--- src/rtl/qpwm_pkg.sv ---
package qpwm_pkg;

  localparam int WORD_W     = 32;
  localparam int EN_POS     = 31;
  localparam int DUTY_LSB   = 16;
  localparam int DUTY_W     = 8;
  localparam int DIV_LSB    = 0;
  localparam int DIV_W      = 13;
  localparam int STRIDE_LSB = 4;

  typedef struct packed {
    logic              en;
    logic [DUTY_W-1:0] duty;
    logic [DIV_W-1:0]  div;
  } chan_cfg_t;

  function automatic chan_cfg_t word_to_cfg(input logic [WORD_W-1:0] w);
    chan_cfg_t c;
    c.en   = w[EN_POS];
    c.duty = w[DUTY_LSB +: DUTY_W];
    c.div  = w[DIV_LSB +: DIV_W];
    return c;
  endfunction

  function automatic logic [WORD_W-1:0] cfg_to_word(input chan_cfg_t c);
    logic [WORD_W-1:0] w;
    w                      = '0;
    w[EN_POS]              = c.en;
    w[DUTY_LSB +: DUTY_W]  = c.duty;
    w[DIV_LSB +: DIV_W]    = c.div;
    return w;
  endfunction

endpackage

--- src/rtl/qpwm_regbank.sv ---
module qpwm_regbank
  import qpwm_pkg::*;
#(
  parameter int NUM_CH = 4,
  parameter int ADDR_W = 6
) (
  input  logic                     clk,
  input  logic                     rst,
  input  logic [ADDR_W-1:0]        bus_addr,
  input  logic [WORD_W-1:0]        wr_data,
  input  logic                     wr_en,
  input  logic                     rd_en,
  output logic [WORD_W-1:0]        rd_data,
  output chan_cfg_t [NUM_CH-1:0]   cfg_o
);

  localparam int CH_W = (NUM_CH > 1) ? $clog2(NUM_CH) : 1;

  logic [CH_W-1:0] sel;
  logic            sel_ok;
  logic            unused_addr;

  assign sel         = bus_addr[STRIDE_LSB +: CH_W];
  assign sel_ok      = (int'(sel) < NUM_CH);
  assign unused_addr = ^bus_addr;

  // One configuration word per channel, stored as decoded fields only
  for (genvar i = 0; i < NUM_CH; i++) begin : g_word
    always_ff @(posedge clk) begin
      if (rst)
        cfg_o[i] <= '0;
      else if (wr_en && sel == CH_W'(i))
        cfg_o[i] <= word_to_cfg(wr_data);
    end

    // a zero write leaves the addressed word fully cleared
    a_r7_zero_clears: assert property (@(posedge clk) disable iff (rst)
      (wr_en && sel == CH_W'(i) && wr_data == '0) |=> (cfg_o[i] == '0));
  end

  // Registered read; uses the word value from before any same-cycle write
  always_ff @(posedge clk) begin
    if (rst)
      rd_data <= '0;
    else if (rd_en)
      rd_data <= sel_ok ? cfg_to_word(cfg_o[sel]) : '0;
  end

  // read data holds without a read strobe
  a_r12_rdata_hold: assert property (@(posedge clk) disable iff (rst)
    !rd_en |=> $stable(rd_data));

endmodule

--- src/rtl/qpwm_prescaler.sv ---
module qpwm_prescaler #(
  parameter int CNT_W = 13
) (
  input  logic             clk,
  input  logic             rst,
  input  logic             clr,
  input  logic             adv,
  input  logic [CNT_W-1:0] limit,
  output logic             tick_o
);

  logic [CNT_W-1:0] cnt_q;
  logic             at_lim;

  assign at_lim = (cnt_q == limit);
  assign tick_o = adv & at_lim;

  always_ff @(posedge clk) begin
    if (rst || clr)
      cnt_q <= '0;
    else if (adv)
      cnt_q <= at_lim ? '0 : cnt_q + 1'b1;
  end

  // the divide count never runs past its limit
  a_r4_within_limit: assert property (@(posedge clk) disable iff (rst)
    adv |-> (cnt_q <= limit));

  // every tick restarts the divide count
  a_r4_restart_on_tick: assert property (@(posedge clk) disable iff (rst)
    tick_o |=> (cnt_q == '0));

endmodule

--- src/rtl/qpwm_channel.sv ---
module qpwm_channel
  import qpwm_pkg::*;
(
  input  logic      clk,
  input  logic      rst,
  input  chan_cfg_t cfg_i,
  output logic      pwm_o
);

  logic              run_q;
  logic [DUTY_W-1:0] per_q;
  logic [DUTY_W-1:0] duty_s;
  logic [DIV_W-1:0]  div_s;
  logic              live;
  logic              tick;
  logic              wrap;

  assign live = run_q & cfg_i.en;

  qpwm_prescaler #(.CNT_W(DIV_W)) u_pre (
    .clk    (clk),
    .rst    (rst),
    .clr    (~live),
    .adv    (live),
    .limit  (div_s),
    .tick_o (tick)
  );

  assign wrap = live && tick && (per_q == {DUTY_W{1'b1}});

  // Period counter and shadow copies of duty and divide
  always_ff @(posedge clk) begin
    if (rst) begin
      run_q  <= 1'b0;
      per_q  <= '0;
      duty_s <= '0;
      div_s  <= '0;
    end else if (!cfg_i.en) begin
      run_q <= 1'b0;
      per_q <= '0;
    end else if (!run_q) begin
      run_q  <= 1'b1;
      per_q  <= '0;
      duty_s <= cfg_i.duty;
      div_s  <= cfg_i.div;
    end else if (tick) begin
      per_q <= per_q + 1'b1;
      if (wrap) begin
        duty_s <= cfg_i.duty;
        div_s  <= cfg_i.div;
      end
    end
  end

  assign pwm_o = live && (per_q < duty_s);

  // the period counter moves only on a divided tick
  a_r5_count_on_tick: assert property (@(posedge clk) disable iff (rst)
    (live && !tick) |=> $stable(per_q));

  // a channel that starts running begins at period position zero
  a_r10_fresh_start: assert property (@(posedge clk) disable iff (rst)
    $rose(run_q) |-> (per_q == '0));

  // shadows change only at a period wrap while running
  a_r11_duty_held: assert property (@(posedge clk) disable iff (rst)
    (run_q && !wrap) |=> $stable(duty_s));

  a_r11_div_held: assert property (@(posedge clk) disable iff (rst)
    (run_q && !wrap) |=> $stable(div_s));

endmodule

--- src/rtl/quad_pwm.sv ---
module quad_pwm
  import qpwm_pkg::*;
#(
  parameter int NUM_CH = 4,
  parameter int ADDR_W = 6
) (
  input  logic              clk,
  input  logic              rst,
  input  logic [ADDR_W-1:0] bus_addr,
  input  logic [31:0]       bus_wdata,
  input  logic              bus_we,
  input  logic              bus_re,
  output logic [31:0]       bus_rdata,
  output logic [NUM_CH-1:0] pwm_out
);

  chan_cfg_t [NUM_CH-1:0] cfg;

  qpwm_regbank #(.NUM_CH(NUM_CH), .ADDR_W(ADDR_W)) u_regs (
    .clk      (clk),
    .rst      (rst),
    .bus_addr (bus_addr),
    .wr_data  (bus_wdata),
    .wr_en    (bus_we),
    .rd_en    (bus_re),
    .rd_data  (bus_rdata),
    .cfg_o    (cfg)
  );

  for (genvar g = 0; g < NUM_CH; g++) begin : g_chan
    qpwm_channel u_ch (
      .clk   (clk),
      .rst   (rst),
      .cfg_i (cfg[g]),
      .pwm_o (pwm_out[g])
    );
  end

  // a channel whose enable flag is clear never drives high
  for (genvar g = 0; g < NUM_CH; g++) begin : g_chk
    a_r3_off_is_low: assert property (@(posedge clk) disable iff (rst)
      !cfg[g].en |-> !pwm_out[g]);
  end

endmodule

--- config.mk ---
export PLATFORM = sky130hd
export DESIGN_NAME = quad_pwm
export DESIGN_NICKNAME = d
export VERILOG_FILES = /design/src/rtl/qpwm_pkg.sv /design/src/rtl/qpwm_regbank.sv /design/src/rtl/qpwm_prescaler.sv /design/src/rtl/qpwm_channel.sv /design/src/rtl/quad_pwm.sv
export SDC_FILE = /design/constraint.sdc
export NUM_CORES = 1
export LEC_CHECK = 0
export ABC_AREA = 0
export BUFFER_PORTS_ARGS = -buffer_cell sky130_fd_sc_hd__buf_2
export CORE_UTILIZATION = 35
export CTS_CLUSTER_SIZE = 8
export DETAILED_ROUTE_END_ITERATION = 12
export GPL_TIMING_DRIVEN = 0
export SYNTH_ARGS = -nofsm -noshare
export SYNTH_HDL_FRONTEND = slang
export SYNTH_SLANG_ARGS = --single-unit
--- constraint.sdc ---
create_clock -name clk -period 2.3 [get_ports clk]
set_clock_uncertainty 0.1 [all_clocks]
set_input_delay 0.46 -clock clk [delete_from_list [all_inputs] [get_ports clk]]
set_output_delay 0.46 -clock clk [all_outputs]
set_load 0.005 [all_outputs]
# Yosys cells after proc, flatten, opt, wreduce, memory -nomap -nowiden
# Index checks and enable logic that the tools add are counted.
# op_classes
add_sub_neg	8
n_lt_le_gt_ge	5
n_eq_ne	19
n_mux	34
bitwise_logic	20
reduce_logical	29
# ops
cell	n
$mux 13	16
$mux 8	12
$add 13x1->13 const B	4
$eq 13x13->1	4
$bmux 22 s2	1
$add 8x1->8 const B	4
$eq 8x8->1 const B	4
$lt 8x8->1	4
$mux 22	1
$logic_and 1x1->1	16
$ne 2x2->1 const B	8
$not 1->1	12
$reduce_and 3->1	4
$reduce_or 3->1	4
$and 1x1->1	8
$eq 2x2->1 const B	2
$logic_or 1x1->1	4
$mux 1	4
$lt 2x3->1 const B	1
$eq 2x1->1 const B	1
$logic_not 2->1	1
# totals
regBits	282
in_bits	42
output_inout_bits	36
elab_cells	148

# Depth between registers and ports, before layout
# Gate-level depths: netlist of run 1.
# depth
depth_word	7
depth_mapped	8
mapped_depth_nobuf	7

# Cells and area by module
# Synthesis of run 1 repeated with hierarchy kept, for this count alone.
# unflattened
hier_cells	1744
area_unflattened_um2	14940.6
# modules_own_cells
module	instances	cells_each	area_each_um2	seq_area_each_um2
qpwm_channel	4	229	1770.4	600.6
qpwm_regbank	1	496	4455.5	2202.1
qpwm_prescaler	4	83	850.8	260.2

# Worst setup path after synthesis of run 1
# OpenSTA, ideal clock, no wires.
# synth_timing
kind	reg2out
startpoint	register g_chan[1].u_ch.duty_s[1]
endpoint	output pwm_out[1]
t_arrival_ns	1.477
t_required_ns	1.740
path_slack_ns	0.263
path_stages_with_launch	9
n_path_buf	1
cell_sequence	dfxtp_1 > inv_1 > ha_1 > a21o_1 > a21o_1 > a211oi_1 > o21ai_0 > o311ai_0 > buf_4
# synth_via
elab_chain_cells	2
# synth_rtl
element	line	text
start: declaration	qpwm_channel.sv:12	logic [DUTY_W-1:0] duty_s;
start signal: assignment	qpwm_channel.sv:44	duty_s <= cfg_i.duty;
start signal: assignment	qpwm_channel.sv:49	duty_s <= cfg_i.duty;
$lt 8x8->1	qpwm_channel.sv:55	assign pwm_o = live && (per_q < duty_s);
$logic_and 1x1->1	qpwm_channel.sv:55	
end: declaration	quad_pwm.sv:14	output logic [NUM_CH-1:0] pwm_out
# Every way passes these cells.

# Worst setup path in the final report of run 1
# layout_timing
startpoint	register g_chan[3].u_ch.duty_s[1]
endpoint	output pwm_out[3]
# layout_via
elab_chain_cells	2
# layout_rtl
element	line
start: declaration	qpwm_channel.sv:12
start signal: assignment	qpwm_channel.sv:44
start signal: assignment	qpwm_channel.sv:49
$lt 8x8->1	qpwm_channel.sv:55
$logic_and 1x1->1	qpwm_channel.sv:55
# Every way passes these cells.

==> results.sh, run 1 <==
export IMPL_min_period_ns=2.58
export IMPL_cts_clk_slew_worst_paths_ns=0.05
export IMPL_coreArea_um2=36900
export IMPL_vias=10200
export IMPL_fmax_mhz=388
export IMPL_synth_edf_count=0
export IMPL_hp_start="bus_wdata[5]"
export IMPL_grt_pass1_vias=10200
export IMPL_viasPerCell=4.90
export IMPL_grt_pass1_wl_um=56600
export IMPL_path_max_fanout=2
export IMPL_synth_top_area_cell="dfxtp_1"
export IMPL_drt_iter0_drc=517
export IMPL_grt_max_degree=14
export IMPL_rrSetupSlack_ns=0.13
export IMPL_die_y_um=196
export IMPL_worstHoldPathCells=3
export IMPL_ys_seq_area_share_pct=42.6
export IMPL_syn_inst=1458
export IMPL_dp_hpwl_um=26600
export IMPL_gr_total_overflow=0
export IMPL_synth_compound_area_share_pct=5.90
export IMPL_worstSetupStartpointType="flop"
export IMPL_synth_main_ff_cell="dfxtp_1"
export IMPL_place_congestion=0.864
export IMPL_synth_xor_area_share_pct=7.47
export IMPL_cts_made_buffers=41
export IMPL_ant_nets=0
export IMPL_initial_core_util_pct=35.9
export IMPL_row_count=70
export IMPL_rsz0062_at_grt="yes"
export IMPL_fin_nets=1647
export IMPL_synth_common_cells="dfxtp_1, nand2_1, nand2b_1"
export IMPL_ios=78
export IMPL_totalWireLength_um=35100
export IMPL_die_area_um2=38600
export IMPL_clk_insertion_delay_late_ns=0.52
export IMPL_wl_per_cell_um=16.9
export IMPL_drc=0
export IMPL_hp_class="primary input to flop"
export IMPL_tritoncts="built"
export IMPL_drv_slew=0
export IMPL_postCtsHoldBufs=0
export IMPL_die_x_um=196
export IMPL_violations="setup timing"
export IMPL_netlist_area_um2=13200
export IMPL_cts_max_level=2
export IMPL_portBuffers=51
export IMPL_synth_area_leaders="dfxtp_1, mux2i_1, nand2b_1"
export IMPL_cts_sink_count=282
export IMPL_worstPathArrival_ns=2.02
export IMPL_crit_type="flop to primary output"
export IMPL_synth_top_family_by_area="simple AND/OR/NAND/NOR gates"
export IMPL_synth_most_common_cell="dfxtp_1"
export IMPL_worst_ep_required_time_ns=1.74
export IMPL_slew_headroom_pct=36.5
export IMPL_cp_startpoint="g_chan[3].u_ch.duty_s[1]"
export IMPL_total_leakage_power_uw=0.00551
export IMPL_worst_slack_ns=-0.280
export IMPL_final_util_pct=42.5
export IMPL_final_hold_viol_count=0
export IMPL_synth_top_area_share_pct=42.6
export IMPL_powerDensity_nw_per_um2=703
export IMPL_clock_tree_buffer_depth=3
export IMPL_grt_antenna_before_repair=0
export IMPL_synth_cell_type_count=52
export IMPL_rr_worst_depth=8
export IMPL_cts_root_buf="clkbuf_16"
export IMPL_area_delta_synth_final_pct=18.3
export IMPL_hold_path_end="u_regs.cfg_o[71]"
export IMPL_worst_pin_slew_ns=0.953
export IMPL_endpoint_kind="primary output"
export IMPL_min_period_over_period_pct=112
export IMPL_synthSimpleGateAreaFrac_pct=23.6
export IMPL_cap_viol_max_count=0
export IMPL_synth_mux_area_fraction_pct=12.1
export IMPL_peakVddDrop_uv=503
export IMPL_power_total_uw=11000
export IMPL_grt_use_total_pct=18.6
export IMPL_r2r_end="g_chan[0].u_ch.div_s[11]"
export IMPL_syn_avg_cell_area_um2=9.08
export IMPL_outcome="finished, violations left"
export IMPL_ys_warn_count=0
export IMPL_synth_fa_ha_area_share_pct=3.40
export IMPL_fin_tns_setup_ns=-0.978
export IMPL_synth_seq_cells=282
export IMPL_drive_above_1_share_pct=14.6
export IMPL_firstDrtPassIters=5
export IMPL_setup_viol=4
export IMPL_synthArstFlopShare_pct=0
export IMPL_r2r_start="g_chan[0].u_ch.u_pre.cnt_q[9]"
-- worst max-delay path: stages, from the launching register on --
cell	delay, ns
dfxtp_2	0.33
inv_2	0.04
ha_4	0.19
a21o_1	0.16
a21o_1	0.15
a211oi_2	0.19
o21ai_2	0.10
o311ai_4	0.09
buf_4	0.16
buf_6	0.08
-- cells in the final DEF, fill, tap and decap left out, types with 3 or more instances in the layout --
master | synthesis | layout
or4_1 | 9 | 7
nand4_1 | 21 | 21
or2b_1 | 5 | 5
nand3_1 | 27 | 24
nand3_2 | 0 | 3
buf_6 | 3 | 7
buf_4 | 20 | 26
ha_4 | 0 | 7
nand2_1 | 210 | 209
nor4_1 | 11 | 9
mux2i_1 | 111 | 111
inv_1 | 42 | 35
conb_1 | 1 | 10
nor4_2 | 3 | 3
and4_1 | 3 | 3
mux4_2 | 22 | 22
o31ai_1 | 3 | 3
dfxtp_1 | 282 | 261
nor3_1 | 9 | 8
a21oi_1 | 95 | 95
xnor2_1 | 57 | 57
ha_1 | 36 | 28
buf_1 | 10 | 10
a211oi_2 | 0 | 4
clkbuf_1 | 50 | 50
buf_2 | 5 | 55
and2_1 | 4 | 4
or3_1 | 7 | 7
o21ai_0 | 15 | 11
xor2_1 | 54 | 54
nor2_1 | 113 | 113
and3_1 | 19 | 19
nand2b_1 | 169 | 169
dfxtp_4 | 0 | 3
dfxtp_2 | 0 | 18
inv_2 | 0 | 7
or2_2 | 5 | 5
o21ai_2 | 0 | 3
clkbuf_16 | 0 | 43
a21o_1 | 8 | 8
-- where the power goes --
group / internal, uW / leakage (uW) / total [uW] / switching, uW
Sequential: 4960 / 0.00229 / 5030 / 71.9
Combinational: 233 / 0.00267 / 561 / 328
Clock: 3380 / 0.000551 / 5420 / 2040
-- layer usage --
layer	GRT usage, %	vias to the layer above	share of wire, %
met3	2.70	65	4.4
met4	7.06	0	3.6
li1	-	5051	-
met2	31.8	218	48
met1	23.5	4856	44
met5	0	-	0
-- cells by family after synthesis --
family,after synthesis
AO/OA/AOI/OAI,136
XOR/XNOR,112
adder cells (fa/ha/maj),36
buffers and inverters,132
flip-flops,282
multiplexers,133
other,1
AND/OR/NAND/NOR,626
-- sequential cells by signal, indices dropped and copies added (netlist names) --
signal / count
g_chan.u_ch.per_q: 32
g_chan.u_ch.run_q: 4
g_chan.u_ch.duty_s: 32
g_chan.u_ch.u_pre.cnt_q: 52
g_chan.u_ch.div_s: 52
u_regs.cfg_o: 88
u_regs.rd_data: 22
-- per-stage QoR --
stage,cells,hold WS (ns),setup WS [ns],area (um2)
3_3_place_gp,2022,0.348,-0.534,14200
3_5_place_dp,2022,0.362,-0.592,14200
4_1_cts,2070,0.115,-0.287,15500
5_1_grt,2077,0.134,-0.383,15700
2_1_floorplan,1467,0.336,0.263,13300
6_report,2079,0.129,-0.280,15700
-- worst max-delay path by stage --
stage,end
5_1_grt,pwm_out[3]
3_3_place_gp,u_regs.cfg_o[14]
4_1_cts,pwm_out[3]
6_report,pwm_out[3]
3_5_place_dp,u_regs.rd_data[1]
2_1_floorplan,pwm_out[1]
-- area by class of cell --
type	count	area, um2
fillers	3594	21200
plain buffers	85	463
clock inverters	2	38.8
repair buffers	64	359
clock buffers	45	1080
inverters	42	158
multi-input cells	1053	7240
well taps	504	631
diodes	2	5.00
flip-flops and latches	282	5680
-- repair_timing --
action	CTS	global route
endpoints found under the setup margin	50	122
buffers inserted	5	8
pin swaps	29	6
resized for setup	59	20
gates cloned	0	0
No activity file was read; power rests on OpenSTA's default activity.
==> run 2, diff against run 1 <==
Settings changed: ABC_AREA 0 to 1, BUFFER_PORTS_ARGS -buffer_cell sky130_fd_sc_hd__buf_2 to -buffer_cell sky130_fd_sc_hd__buf_4.
==> results.sh, run 2 <==
export IMPL_synth_top_area_cell="dfxtp_1"
export IMPL_peakVddDrop_uv=501
export IMPL_largestRegisters="u_regs.cfg_o x88, g_chan.u_ch.div_s x52, g_chan.u_ch.u_pre.cnt_q x52"
export IMPL_synth_area_leaders="dfxtp_1, nand2_1, a21oi_1"
export IMPL_cts_sink_count=282
export IMPL_area_delta_synth_final_pct=19.9
export IMPL_synthArstFlopShare_pct=0
export IMPL_initial_core_util_pct=35.7
export IMPL_cts_max_level=2
export IMPL_portBuffers=51
export IMPL_fin_nets=2053
export IMPL_worst_slack_ns=-0.0707
export IMPL_firstDrtPassIters=5
export IMPL_multi_input_area_um2=6740
export IMPL_hold_path_end="u_regs.cfg_o[12]"
export IMPL_die_x_um=198
export IMPL_final_hold_viol_count=0
export IMPL_worst_pin_slew_ns=0.984
export IMPL_worst_ep_required_time_ns=1.74
export IMPL_worstHoldPathCells=3
export IMPL_outcome="finished, violations left"
export IMPL_crit_type="flop to primary output"
export IMPL_ys_warn_count=0
export IMPL_path_max_fanout=2
export IMPL_drc=0
export IMPL_worstPathArrival_ns=1.81
export IMPL_syn_inst=1860
export IMPL_p_sw_uw=3000
export IMPL_grt_use_total_pct=20.0
export IMPL_die_area_um2=39300
export IMPL_ios=78
export IMPL_powerDensity_nw_per_um2=721
export IMPL_regMostFlops="u_regs.cfg_o"
export IMPL_min_period_ns=2.37
export IMPL_row_count=71
export IMPL_pwr_share_comb_pct=10.1
export IMPL_clock_tree_buffer_depth=3
export IMPL_fin_tns_setup_ns=-0.104
export IMPL_ant_nets=0
export IMPL_cts_made_buffers=41
export IMPL_totalWireLength_um=38700
export IMPL_drt_iter0_drc=812
export IMPL_r2r_end="g_chan[0].u_ch.div_s[7]"
export IMPL_dp_hpwl_um=29000
export IMPL_cts_root_buf="clkbuf_16"
export IMPL_largest_reg_flops=88
export IMPL_worstSetupStartpointType="flop"
export IMPL_synth_most_common_cell="nand2_1"
export IMPL_grt_pass1_vias=11700
export IMPL_rr_worst_depth=10
export IMPL_netlist_area_um2=13500
export IMPL_endpoint_kind="primary output"
export IMPL_diodes=0
export IMPL_final_cell_mix="nand2_1, a21oi_1, dfxtp_1"
export IMPL_ys_seq_area_share_pct=41.9
export IMPL_drv_slew=0
export IMPL_synth_edf_count=0
export IMPL_hp_class="primary input to flop"
export IMPL_regArea_um2=5750
export IMPL_clk_insertion_delay_late_ns=0.54
export IMPL_slew_headroom_pct=34.4
export IMPL_r2r_start="g_chan[0].u_ch.per_q[1]"
export IMPL_rsz0062_at_grt="yes"
export IMPL_switching_share_pct=25.8
export IMPL_viasPerCell=4.96
export IMPL_grt_pass1_wl_um=61600
export IMPL_coreArea_um2=37800
export IMPL_min_period_over_period_pct=103
export IMPL_clkPwrFrac_pct=45.2
export IMPL_synth_common_cells="nand2_1, dfxtp_1, a21oi_1"
export IMPL_grt_max_degree=11
export IMPL_cts_clk_slew_worst_paths_ns=0.05
export IMPL_power_frac_seq_pct=44.7
export IMPL_drive_above_1_share_pct=15.8
export IMPL_synth_main_ff_cell="dfxtp_1"
export IMPL_rrSetupSlack_ns=0.41
export IMPL_wl_per_cell_um=15.6
export IMPL_total_leakage_power_uw=0.00625
export IMPL_gr_total_overflow=0
export IMPL_syn_avg_cell_area_um2=7.25
export IMPL_intPower_uw=8640
export IMPL_hp_start="bus_wdata[12]"
export IMPL_postCtsHoldBufs=0
export IMPL_place_ws_ns=-0.333
export IMPL_tritoncts="built"
export IMPL_violations="setup timing"
export IMPL_n_fill_cell=3829
export IMPL_die_y_um=198
export IMPL_final_common_cell="nand2_1"
export IMPL_cap_viol_max_count=0
export IMPL_fmax_mhz=422
export IMPL_synth_top_area_share_pct=41.9
export IMPL_place_congestion=0.921
export IMPL_vias=12300
export IMPL_synth_cell_type_count=46
export IMPL_grt_antenna_before_repair=0
export IMPL_setup_viol=2
export IMPL_synth_seq_cells=282
run 2: critical path: stages, from the launching register on:
cell and delay [ns]:
dfxtp_4 0.35, ha_4 0.25, a21oi_4 0.14, o21ai_2 0.07, a211oi_2 0.24, buf_4 0.16, buf_6 0.08
run 2: cells by family (layout without fill, tap and decap cells):
logic type / count (synthesis) / count (layout) / share of synthesized area [%]
DFF: 282 / 282 / 41.9
other: 1 / 10 / 0.0278
and+or+nand+nor: 714 / 714 / 23.5
AOI/OAI and AO/OA: 437 / 437 / 17.4
xor gates and xnor gates: 43 / 43 / 2.79
adders and majority gates: 36 / 36 / 3.34
buffers and inverters: 347 / 455 / 11.1
run 2: worst max-delay path by stage:
| stage | start | endpoint | slack [ns] | depth (start not counted) |
|---|---|---|---|---|
| 6_report | g_chan[0].u_ch.per_q[3] | pwm_out[0] | -0.07 | 6 |
| 5_1_grt | g_chan[0].u_ch.duty_s[3] | pwm_out[0] | -0.16 | 7 |
| 4_1_cts | g_chan[0].u_ch.per_q[1] | pwm_out[0] | -0.15 | 6 |
| 3_5_place_dp | rst | g_chan[1].u_ch.duty_s[0] | -0.33 | 6 |
| 3_3_place_gp | rst | g_chan[2].u_ch.duty_s[7] | -0.35 | 6 |
| 2_1_floorplan | g_chan[0].u_ch.duty_s[3] | pwm_out[0] | 0.58 | 6 |
run 2: layout make-up:
| class | count | share of cell area (%) |
|---|---|---|
| timing repair buffer | 66 | 3.09 |
| buffer | 103 | 3.52 |
| sequential | 282 | 35.6 |
| tap | 511 | 3.96 |
| inverter | 241 | 5.60 |
| multi-input combinational | 1240 | 41.7 |
| clock inverter | 3 | 0.155 |
| clock buffer | 42 | 6.37 |
run 2: timing repair:
action | in CTS | in global routing
setup buffers | 8 | 7
endpoints found under the setup margin | 4 | 4
pin swaps | 38 | 18
gates resized for setup | 101 | 41
run 2: stage by stage:
| stage | utilization (%) | hold slack [ns] | instance area, um2 | std cells | power (uW) |
|---|---|---|---|---|---|
| 3_5_place_dp | 38.5 | 0.368 | 14500 | 2431 | 6420 |
| 3_3_place_gp | 38.5 | 0.357 | 14500 | 2431 | 6400 |
| 6_report | 42.8 | 0.162 | 16200 | 2488 | 11600 |
| 2_1_floorplan | - | 0.341 | 13500 | 1869 | 6030 |
| 5_1_grt | 42.8 | 0.169 | 16200 | 2488 | 12100 |
| 4_1_cts | 42.3 | 0.141 | 16000 | 2481 | 11700 |
run 2: per-layer routing:
layer	vias to the layer above	GRT usage, %	share of wire (%)
li1	6272	-	-
met1	5670	26.7	47
met2	326	32.5	45
met3	77	3.00	5.3
met4	0	7.24	3.0
met5	-	0	0
run 2: power by group through the flow:
| stage | Clock (uW) | Sequential, uW | Combinational, uW |
|---|---|---|---|
| 3_5_place_dp | 0 | 5310 | 1110 |
| 4_1_cts | 5370 | 5210 | 1150 |
| 6_report | 5260 | 5210 | 1180 |
| 5_1_grt | 5550 | 5220 | 1320 |
| 2_1_floorplan | 0 | 5270 | 757 |
| 3_3_place_gp | 0 | 5310 | 1090 |
==> run 3, diff against run 2 <==
Settings changed: BUFFER_PORTS_ARGS -buffer_cell sky130_fd_sc_hd__buf_4 to default, DONT_BUFFER_PORTS from default to 1.
==> results.sh, run 3 (synthesis results as in run 2) <==
export IMPL_ios=78
export IMPL_worstPathCellList="ha_1 -> nand2_1 -> o21ai_1 -> a211oi_2 -> buf_4"
export IMPL_final_common_cell="nand2_1"
export IMPL_final_hold_viol_count=0
export IMPL_drv_slew=0
export IMPL_clock_tree_buffer_depth=3
export IMPL_cts_made_buffers=41
export IMPL_slew_headroom_pct=30.1
export IMPL_diodes=0
export IMPL_endpoint_kind="primary output"
export IMPL_cp_num_buf_inv=1
export IMPL_totalWireLength_um=38100
export IMPL_die_area_um2=39300
export IMPL_initial_core_util_pct=35.7
export IMPL_drt_iter0_drc=781
export IMPL_switching_share_pct=25.0
export IMPL_worstSetupStartpointType="flop"
export IMPL_power_frac_seq_pct=44.9
export IMPL_place_congestion=0.912
export IMPL_peakVddDrop_uv=478
export IMPL_coreArea_um2=37800
export IMPL_worst_ep_required_time_ns=1.74
export IMPL_p_sw_uw=2910
export IMPL_regMostFlops="u_regs.cfg_o"
export IMPL_clk_insertion_delay_late_ns=0.53
export IMPL_vias=12100
export IMPL_row_count=71
export IMPL_die_y_um=198
export IMPL_dp_hpwl_um=28800
export IMPL_worst_slack_ns=-0.0173
export IMPL_grt_pass1_vias=11300
export IMPL_grt_use_total_pct=19.5
export IMPL_ant_nets=0
export IMPL_drc=0
export IMPL_path_max_fanout=7
export IMPL_min_period_over_period_pct=101
export IMPL_largest_reg_flops=88
export IMPL_worst_pin_slew_ns=1.05
export IMPL_grt_pass1_wl_um=59900
export IMPL_cts_sink_count=282
export IMPL_rsz0062_at_grt="yes"
export IMPL_cts_max_level=2
export IMPL_fmax_mhz=432
export IMPL_final_cell_mix="nand2_1, dfxtp_1, a21oi_1"
export IMPL_final_util_pct=41.8
export IMPL_fin_nets=2005
export IMPL_portBuffers=0
export IMPL_violations="setup timing"
export IMPL_largestRegisters="u_regs.cfg_o x88, g_chan.u_ch.div_s x52, g_chan.u_ch.u_pre.cnt_q x52"
export IMPL_cap_viol_max_count=0
export IMPL_hp_class="primary input to flop"
export IMPL_crit_type="flop to primary output"
export IMPL_grt_max_degree=11
export IMPL_clkPwrFrac_pct=46.1
export IMPL_pwr_share_comb_pct=9.0
export IMPL_gr_total_overflow=0
export IMPL_drive_above_1_share_pct=13.2
export IMPL_max_stage_delay_ns=0.40
export IMPL_n_fill_cell=3818
export IMPL_viasPerCell=4.97
export IMPL_cp_slowest_cell="dfxtp_2"
export IMPL_grt_antenna_before_repair=0
export IMPL_wl_per_cell_um=15.6
export IMPL_setup_viol=1
export IMPL_die_x_um=198
export IMPL_place_ws_ns=-0.381
export IMPL_area_delta_synth_final_pct=17.1
export IMPL_intPower_uw=8710
export IMPL_powerDensity_nw_per_um2=737
export IMPL_crit_family="flip-flops"
export IMPL_cts_root_buf="clkbuf_16"
export IMPL_worstPathArrival_ns=1.76
export IMPL_postCtsHoldBufs=0
export IMPL_fin_hold_ws_ns=0.0279
export IMPL_outcome="finished, violations left"
export IMPL_total_leakage_power_uw=0.00602
export IMPL_tritoncts="built"
export IMPL_firstDrtPassIters=5
export IMPL_cts_clk_slew_worst_paths_ns=0.05
export IMPL_min_period_ns=2.32
-- run 3: repair_timing --
item / 4_1_cts / 5_1_grt
buffers inserted: 11 / 4
pin swaps: 40 / 16
setup endpoints to repair: 4 / 4
gates resized for setup: 92 / 34
-- run 3: worst register-to-register path, stage by stage (launching register included) --
cell and delay (ns):
dfxtp_4 0.36, buf_4 0.13, ha_1 0.20, nand4_1 0.15, nor2_1 0.12, nand3_1 0.12
nand2_2 0.17, buf_4 0.19, nand3_1 0.09, nand2_1 0.09, nor2_1 0.05
-- run 3: power groups by stage --
stage | clock network, uW | logic [uW] | registers (uW)
4_1_cts | 5460 | 1030 | 5220
2_1_floorplan | 0 | 757 | 5270
3_5_place_dp | 0 | 990 | 5320
5_1_grt | 5650 | 1190 | 5230
6_report | 5360 | 1050 | 5220
3_3_place_gp | 0 | 976 | 5320
-- run 3: metal layers --
layer	vias up	GRT usage, %	part of all wire (%)
li1	6177	-	-
met1	5540	24.6	43
met2	337	31.7	46
met3	81	4.96	7.8
met4	0	7.46	3.3
met5	-	0	0
-- run 3: final cells by class --
class	instances	area (um2)	share of cell area, %
Clock inverter	2	17.5	0.111
Buffer	106	592	3.75
Timing Repair Buffer	15	113	0.714
Clock buffer	43	1080	6.82
Tap cell	511	639	4.05
Sequential cell	282	5740	36.4
Multi-Input combinational cell	1240	6700	42.4
Inverter	241	905	5.73
-- run 3: worst paths after layout --
path                       startpoint                  endpoint  slack (ns)  cells after the start
max           g_chan[3].u_ch.per_q[2]                pwm_out[3]       -0.02                      5
min reg2reg  g_chan[0].u_ch.duty_s[6]  g_chan[0].u_ch.duty_s[6]        0.36                      2
max reg2reg   g_chan[3].u_ch.per_q[1]   g_chan[3].u_ch.div_s[3]        0.41                     10
min                      bus_wdata[7]          u_regs.cfg_o[29]        0.03                      2
-- run 3: stage by stage --
| stage | std cells | instance area [um2] | power (uW) | TNS [ns] |
|---|---|---|---|---|
| final | 2440 | 15800 | 11600 | -0.0173 |
| after detailed placement | 2380 | 14100 | 6310 | -31.39 |
| after global routing | 2440 | 15800 | 12100 | -0.207 |
| after floorplan | 1869 | 13500 | 6030 | 0 |
| after CTS | 2436 | 15600 | 11700 | -0.147 |
| after global placement | 2380 | 14100 | 6290 | -27.60 |
